### config.mk
export PLATFORM = sky130hd
export DESIGN_NAME = ds_tx_encoder
export DESIGN_NICKNAME = d
export VERILOG_FILES = /design/src/rtl/ds_tx_pkg.sv /design/src/rtl/ds_phase_gen.sv /design/src/rtl/ds_word_latch.sv /design/src/rtl/ds_serializer.sv /design/src/rtl/ds_tx_encoder.sv
export SDC_FILE = /design/constraint.sdc
export NUM_CORES = 1
export LEC_CHECK = 0
export ABC_AREA = 1
export BUFFER_PORTS_ARGS = -buffer_cell sky130_fd_sc_hd__buf_2
export CAP_MARGIN = 20
export CORE_AREA = 2 2 39 41
export DETAILED_ROUTE_END_ITERATION = 7
export DIE_AREA = 0 0 41 43
export PLACE_DENSITY_LB_ADDON = 0.25
export SYNTH_ARGS = -nofsm -noshare
export SYNTH_HDL_FRONTEND = slang
export SYNTH_HIERARCHICAL = 1
export SYNTH_SLANG_ARGS = --single-unit
### constraint.sdc
create_clock -name clk_i -period 1.2 [get_ports clk_i]
set_input_delay 0 -clock clk_i [delete_from_list [all_inputs] [get_ports clk_i]]
set_output_delay 0 -clock clk_i [all_outputs]
set_load 0.01 [all_outputs]
### src/rtl/ds_tx_pkg.sv
package ds_tx_pkg;
  typedef enum logic {
    SPD_LOW  = 1'b0,
    SPD_HIGH = 1'b1
  } speed_e;
endpackage

### src/rtl/ds_phase_gen.sv
module ds_phase_gen #(
  parameter int DIV = 4,
  localparam int PH_W = $clog2(DIV)
) (
  input  logic            clk_i,
  input  logic            rst_ni,
  output logic [PH_W-1:0] phase_o,
  output logic            sys_stb_o
);
  logic [PH_W-1:0] cnt_q;

  always_ff @(posedge clk_i or negedge rst_ni) begin
    if (!rst_ni) cnt_q <= '0;
    else         cnt_q <= cnt_q + PH_W'(1);
  end

  assign phase_o   = cnt_q;
  assign sys_stb_o = (cnt_q == PH_W'(DIV - 1));


  stb_single_chk: assert property (@(posedge clk_i) disable iff (!rst_ni)
    sys_stb_o |=> !sys_stb_o && (phase_o == '0));
endmodule

### src/rtl/ds_word_latch.sv
module ds_word_latch
  import ds_tx_pkg::*;
#(
  parameter int WORD_W = 4
) (
  input  logic              clk_i,
  input  logic              rst_ni,
  input  logic              stb_i,
  input  logic              port_en_i,
  input  logic              pkt_valid_i,
  input  logic              hi_speed_i,
  input  logic [WORD_W-1:0] data_i,
  output logic [WORD_W-1:0] word_o,
  output logic              act_o,
  output speed_e            speed_o
);
  logic [WORD_W-1:0] word_q;
  logic              act_q;
  speed_e            spd_q;

  always_ff @(posedge clk_i or negedge rst_ni) begin
    if (!rst_ni) begin
      word_q <= '0;
      act_q  <= 1'b0;
      spd_q  <= SPD_LOW;
    end else if (!port_en_i) begin
      act_q <= 1'b0;
    end else if (stb_i) begin
      act_q <= pkt_valid_i;
      if (pkt_valid_i) begin
        word_q <= data_i;
        // speed locks on the first word of a packet
        if (!act_q) spd_q <= speed_e'(hi_speed_i);
      end
    end
  end

  assign word_o  = word_q;
  assign act_o   = act_q;
  assign speed_o = spd_q;


  latch_start_chk: assert property (@(posedge clk_i) disable iff (!rst_ni)
    (stb_i && port_en_i && pkt_valid_i) |=> act_o && (word_o == $past(data_i)));


  latch_stop_chk: assert property (@(posedge clk_i) disable iff (!rst_ni)
    (stb_i && !pkt_valid_i) |=> !act_o);


  speed_lock_chk: assert property (@(posedge clk_i) disable iff (!rst_ni)
    (act_o && stb_i && pkt_valid_i && port_en_i) |=> $stable(speed_o));
endmodule

### src/rtl/ds_serializer.sv
module ds_serializer
  import ds_tx_pkg::*;
#(
  parameter int WORD_W   = 4,
  parameter int NARROW_W = 2,
  localparam int PH_W    = $clog2(WORD_W),
  localparam int LO_STEP = WORD_W / NARROW_W
) (
  input  logic              clk_i,
  input  logic              rst_ni,
  input  logic              port_en_i,
  input  logic              act_i,
  input  speed_e            speed_i,
  input  logic [PH_W-1:0]   phase_i,
  input  logic [WORD_W-1:0] word_i,
  output logic              data_o,
  output logic              strobe_o,
  output logic              drv_en_o
);
  logic [PH_W-1:0] idx;
  logic            slot;
  logic            fire;
  logic            bit_v;
  logic            d_q, s_q, en_q;

  always_comb begin
    if (speed_i == SPD_HIGH) begin
      slot = 1'b1;
      idx  = PH_W'(WORD_W - 1) - phase_i;
    end else begin
      slot = ((phase_i % PH_W'(LO_STEP)) == '0);
      idx  = PH_W'(NARROW_W - 1) - (phase_i / PH_W'(LO_STEP));
    end
    fire  = slot && act_i && port_en_i;
    bit_v = word_i[idx];
  end

  always_ff @(posedge clk_i or negedge rst_ni) begin
    if (!rst_ni) begin
      d_q  <= 1'b0;
      s_q  <= 1'b0;
      en_q <= 1'b0;
    end else begin
      en_q <= port_en_i;
      if (!port_en_i) begin
        d_q <= 1'b0;
        s_q <= 1'b0;
      end else if (fire) begin
        d_q <= bit_v;
        s_q <= (bit_v == d_q) ? ~s_q : s_q;
      end
    end
  end

  assign data_o   = d_q;
  assign strobe_o = s_q;
  assign drv_en_o = en_q;


  ds_toggle_chk: assert property (@(posedge clk_i) disable iff (!rst_ni)
    fire |=> ((data_o ^ strobe_o) != $past(data_o ^ strobe_o)));


  line_hold_chk: assert property (@(posedge clk_i) disable iff (!rst_ni)
    (port_en_i && !fire) |=> $stable({data_o, strobe_o}));


  idle_level_chk: assert property (@(posedge clk_i) disable iff (!rst_ni)
    !drv_en_o |-> (!data_o && !strobe_o));
endmodule

### src/rtl/ds_tx_encoder.sv
module ds_tx_encoder
  import ds_tx_pkg::*;
#(
  parameter int WORD_W   = 4,
  parameter int NARROW_W = 2
) (
  input  logic              clk_i,
  input  logic              rst_ni,
  input  logic              port_en_i,
  input  logic              pkt_valid_i,
  input  logic              hi_speed_i,
  input  logic [WORD_W-1:0] data_i,
  output logic              sys_stb_o,
  output logic              data_o,
  output logic              strobe_o,
  output logic              drv_en_o
);
  localparam int PH_W = $clog2(WORD_W);

  logic [PH_W-1:0]   phase;
  logic              stb;
  logic [WORD_W-1:0] word;
  logic              act;
  speed_e            spd;

  ds_phase_gen #(.DIV(WORD_W)) u_phase (
    .clk_i     (clk_i),
    .rst_ni    (rst_ni),
    .phase_o   (phase),
    .sys_stb_o (stb)
  );

  ds_word_latch #(.WORD_W(WORD_W)) u_latch (
    .clk_i       (clk_i),
    .rst_ni      (rst_ni),
    .stb_i       (stb),
    .port_en_i   (port_en_i),
    .pkt_valid_i (pkt_valid_i),
    .hi_speed_i  (hi_speed_i),
    .data_i      (data_i),
    .word_o      (word),
    .act_o       (act),
    .speed_o     (spd)
  );

  ds_serializer #(.WORD_W(WORD_W), .NARROW_W(NARROW_W)) u_ser (
    .clk_i     (clk_i),
    .rst_ni    (rst_ni),
    .port_en_i (port_en_i),
    .act_i     (act),
    .speed_i   (spd),
    .phase_i   (phase),
    .word_i    (word),
    .data_o    (data_o),
    .strobe_o  (strobe_o),
    .drv_en_o  (drv_en_o)
  );

  assign sys_stb_o = stb;
endmodule

# --- Word-level counts from Yosys, hierarchy flattened ---
# Index checks and enable logic that the tools add are counted.
# W data, S select, Z words.
word_totals:
  register_bits: 11
  out_inout_bits: 4
op_classes:
  n_eq_ne: 5
  n_reduce_logical: 6
  n_addsub: 3
  muxes: 11
  n_lt_le_gt_ge: 1
  bitwise: 2
op_table:
  columns: ["cell", "count"]
  rows:
  - ["$mux W1", 9]
  - ["$ne A2 B1 Y1 const B", 3]
  - ["$reduce_and A4 Y1", 1]
  - ["$lt A2 B3 Y1 const B", 1]
  - ["$reduce_and A3 Y1", 1]
  - ["$add A2 B1 Y2 const B", 1]
  - ["$bmux W1 S2", 1]
  - ["$eq A2 B2 Y1 const B", 1]
  - ["$logic_and A1 B1 Y1", 2]
  - ["$logic_not A2 Y1", 1]
  - ["$mux W2", 1]
  - ["$not A1 Y1", 2]
  - ["$reduce_and A2 Y1", 1]
  - ["$sub A1 B1 Y2 const A", 1]
  - ["$sub A2 B2 Y2 const A", 1]
  - ["$eq A1 B1 Y1", 1]

# --- Depth between registers and ports, before layout ---
depth:
  word_depth: 8
  ltp_mapped: 10
  mapped_depth_nobuf: 10

# --- By module ---
# The synthesis kept the hierarchy.
modules_own_cells:
  columns: ["mod", "n_inst", "area_per_inst_um2", "cells_each"]
  rows:
  - ["ds_word_latch", 1, 246.5, 29]
  - ["ds_serializer", 1, 209.0, 32]
  - ["ds_phase_gen", 1, 66.3, 4]

# --- Least setup slack after synthesis ---
# OpenSTA, ideal clock, no wires.
synth_path:
  path_kind: "reg-to-reg"
  from: "register u_phase.cnt_q[1] (netlist: u_phase/phase_o[1])"
  to: "register u_ser.s_q (netlist: u_ser/strobe_o)"
  t_arrival_ps: 989
  setup_time_ps: 117
  required_time_ps: 1083
  path_slack_ps: 94
  path_buffers: 0
  path_stages_with_launch: 11
  cell_sequence: "dfrtp_1 inv_1 nand2_1 a21oi_1 nand2_1 nand2_1 nand2_1 nand3_2 nand2_1 nand2_1 nand2_1"
synth_between:
  elab_chain_cells: 7
  word_cells_on_any_way: 8
synth_lines:
  columns: ["element", "line_no", "rtl"]
  rows:
  - ["from (decl)", "ds_phase_gen.sv:10", "logic [PH_W-1:0] cnt_q;"]
  - ["from (signal assigned)", "ds_phase_gen.sv:14", "else cnt_q <= cnt_q + PH_W'(1);"]
  - ["$sub A2 B2 Y2 / $sub A1 B1 Y2 (equally long branches)", "ds_serializer.sv:29, ds_serializer.sv:32", null]
  - ["$mux W2 *", "ds_serializer.sv:27", "if (speed_i == SPD_HIGH) begin"]
  - ["$bmux W1 S2 *", "ds_serializer.sv:35", "bit_v = word_i[idx];"]
  - ["$mux W1 (implied by the code) *", "ds_serializer.sv:35", null]
  - ["$eq A1 B1 Y1 *", "ds_serializer.sv:50", "s_q <= (bit_v == d_q) ? ~s_q : s_q;"]
  - ["$ne A2 B1 Y1 (no source line) *", null, null]
  - ["$reduce_and A2 Y1 (no source line) *", null, null]
  - ["to (signal assigned)", "ds_serializer.sv:50", null]
  - ["to (decl)", "ds_serializer.sv:24", "logic d_q, s_q, en_q;"]
# Mark *: on every way between the ends. The rest lies on a longest branch, timed or not. The select of a mux whose other input is x is not followed.
# A chain may end at the register's enable or synchronous reset.

# --- Worst setup path after layout ---
layout_path:
  from: "register u_phase.cnt_q[0] (netlist: u_phase/phase_o[0])"
  to: "output sys_stb_o"
layout_between:
  elab_chain_cells: 1
layout_lines:
  columns: ["element", "line_no", "rtl"]
  rows:
  - ["$eq A2 B2 Y1", "ds_phase_gen.sv:18", "assign sys_stb_o = (cnt_q == PH_W'(DIV - 1));"]
  - ["to (decl)", "ds_tx_encoder.sv:13", "output logic sys_stb_o,"]
# Every way passes these cells.

==> reports/qor.csv <==
stage,metric,value,unit
status,outcome,finished with violations,
status,violations,negative setup slack,
placed_design,hpwl,780,µm
clock_tree,clkLatencyLatePin,260,ps
setup_path,path_max_fanout,5,
setup_path,crit_path_start_kind,flip-flop,
cells_and_area,nets,101,
cells_and_area,area_delta_synth_final,41.25,%
floorplanning,rows,14,
pwr,p_comb_frac,0.207,
floorplanning,io-pin-count,13,
routing,drt-total-wl,1.088,mm
pwr,pwr-share-clk,0.284,
pwr,total_leakage_power,0.3991,nW
routing,ant_nets,0,
global_routing,grt_max_degree,12,
yosys,syn_avg_cell_area,8.027,µm²
floorplanning,initial_core_util,0.3770,
pwr,p_switching,0.0002435,W
yosys,yosysWarnings,6,
yosys,syn_inst,65,
setup_path,worstPathRequired,1200,ps
timing,fin_crit,1202,ps
pwr,p_sw_frac,0.2812,
yosys,yosys_register_bits,11,
clock_tree,cts_max_level,1,
placed_design,placed_area,616.8,µm²
yosys,synth_nets,75,
global_routing,grt_pass1_wl,1.849,mm
clock_tree,cts-root-buf,clkbuf_4,
setup_path,path_class,reg2out,
timing,tightest_slew,247.7,ps
timing,finalCritPeriodShare,1.002,
pwr,pwr-share-seq,0.509,
clock_tree,path_clk_slew,70,ps
global_routing,first_global_vias,447,
yosys,synth_top_area_share,0.5276,
setup_path,cp-end-kind,output port,
timing,worst_slack,-2.012,ps
routing,drc_errors,0,
placed_design,place.port_buffers,12,
clock_tree,cts_buffer_depth,2,
placed_design,globalplace.congestion,0.7620,
yosys,synth_area_leader_cell,dfrtp_1,
floorplanning,die_h,43,µm
flow_run,cap_violations,0,
global_routing,antenna_found_initial,0,
timing,rsz0062_at_grt,true,
floorplanning,fp.dieW,41,µm
yosys,synthTopCellsByArea,"dfrtp_1 (53%), nand2_1 (19%), nand3_1 (11%)",
global_routing,grt-ovfl-total,0,
routing,viasPerCell,4.594,
timing,finalMaxSlewViolations,0,
cells_and_area,fin_area,737.0,µm²
clock_tree,cts_inserted_buffers,3,
clock_tree,cts_tree,yes,
pwr,p_total,0.0008658,W
timing,fmax,831.9,MHz
routing,drtIter0Drc,6,
worst_hold_path,hp-class,in2reg,
global_routing,grtUsageTotal,0.1536,
setup_path,reg2reg_slack,40,ps
timing,relSlewSlack,0.8349,
timing,tns,-2.012,ps
routing,vias,487,
routing,wl_per_cell,10.26,µm
yosys,syn_area,521.8,µm²
floorplanning,die_area,1763,µm²
pwr,vdd_drop_max,0.4907,mV
yosys,ys_types,12,
timing,skew,3.293,ps
setup_path,worstPathArrival,1200,ps
pwr,p_int,0.0006223,W
timing,hold_viol,0,
routing,drt_pass1_iterations,2,
setup_path,rr_startpoint,u_latch/speed_o,
timing,finalSetupViolCount,1,
clock_tree,cts.sink_count,11,
cells_and_area,insertedDiodeCount,0,
floorplanning,core,1384,µm²
pwr,power_density,1175,nW/µm²
cells_and_area,drive_gt1_frac,0.3667,
yosys,ys_seq_area_frac,0.5276,
setup_path,worstReg2RegEnd,u_ser/strobe_o,
worst_hold_path,min_from,pkt_valid_i,
worst_hold_path,hold_depth,5,
worst_hold_path,hold_end,u_latch/word_o[0],
setup_path,rr_worst_depth,8,
[critical path, cell delays in order, from the launching register on]
cell,delay (ps)
dfrtp_2,450
ha_2,210
buf_4,150
buf_2,130
[cell type report]
| type | count | area [µm²] |
|---|---|---|
| fill | 133 | 646.9 |
| sequential | 11 | 277.8 |
| tap | 16 | 20.02 |
| inverter | 8 | 30.03 |
| multi-input combinational | 46 | 237.7 |
| clock buffer | 4 | 26.28 |
| timing repair buffer | 21 | 145.1 |
[stage by stage]
step	instances	setup WS [ps]	utilization	hold WS, ps
2_1_floorplan	65	94.32	-	-295.6
3_3_place_gp	95	39.80	0.4458	-113.7
3_5_place_dp	95	12.99	0.4458	-116.0
4_1_cts	106	-9.366	0.5172	102.7
5_1_grt	106	-58.54	0.5326	139.9
6_report	106	-2.012	0.5326	108.5
[registers in the layout, indices dropped and copies added (netlist names)]
register         flops
u_phase/phase_o      2
u_latch/word_o       4
u_ser/drv_en_o       1
u_ser/data_o         1
u_ser/strobe_o       1
u_latch/speed_o      1
u_latch/act_o        1
[cells in the mapped netlist, drive strengths merged]
master and count:
ha 1, nor2 2, inv 8, o21ai 2, nand3 13, a21oi 1
nand4 1, nand2 26, dfrtp 11
[power by group through the flow]
stage | logic (W) | registers [W] | clock network (W)
after floorplan | 0.0000864 | 0.000446 | 0
after global placement | 0.000149 | 0.000441 | 0
after detailed placement | 0.000153 | 0.000443 | 0
after CTS | 0.000170 | 0.000435 | 0.000256
after global routing | 0.000207 | 0.000447 | 0.000277
final | 0.000179 | 0.000441 | 0.000246
[per-layer routing]
metal	track usage	part of all wire
met1	0.1980	0.46
met4	0.06000	0
met5	0	0
met3	0.03141	0.041
met2	0.2406	0.49
[cell usage in the layout (no fill, tap or decap), types with 2 or more instances in the layout]
master	instances
buf_2	12
buf_4	2
clkbuf_4	3
dfrtp_1	9
dfrtp_2	2
dlygate4sd3_1	7
inv_1	3
inv_2	5
nand2_1	24
nand2_2	2
nand3_1	9
nand3_2	4
[worst max path at each step]
| stage | start | end | slack (ps) | cells past startpoint |
|---|---|---|---|---|
| after global placement | u_phase/phase_o[1] | u_ser/strobe_o | 40 | 10 |
| after global routing | u_phase/phase_o[1] | u_ser/strobe_o | -60 | 10 |
| final | u_phase/phase_o[0] | sys_stb_o | -2 | 3 |
| after CTS | u_phase/phase_o[0] | sys_stb_o | -9 | 3 |
| after detailed placement | u_phase/phase_o[1] | u_ser/strobe_o | 10 | 10 |
| after floorplan | u_phase/phase_o[1] | u_ser/strobe_o | 90 | 10 |
[cells by family after synthesis]
logic type	count (synthesis)	synth area share
AND/OR/NAND/NOR	42	0.3621
flip-flops	11	0.5276
AO/OA/AOI/OAI	3	0.02877
buffers and inverters	8	0.05756
adder cells (fa/ha/maj)	1	0.02398
[repair_timing]
item / in CTS / in global routing
pin swaps: 1 / 3
endpoints found under the hold margin: 17 / 0
hold buffers: 7 / 0
resized for setup: 1 / 11
gates cloned: 0 / 0
setup buffers: 0 / 0
setup endpoints to repair: 1 / 3
No activity file was read; power rests on OpenSTA's default activity.
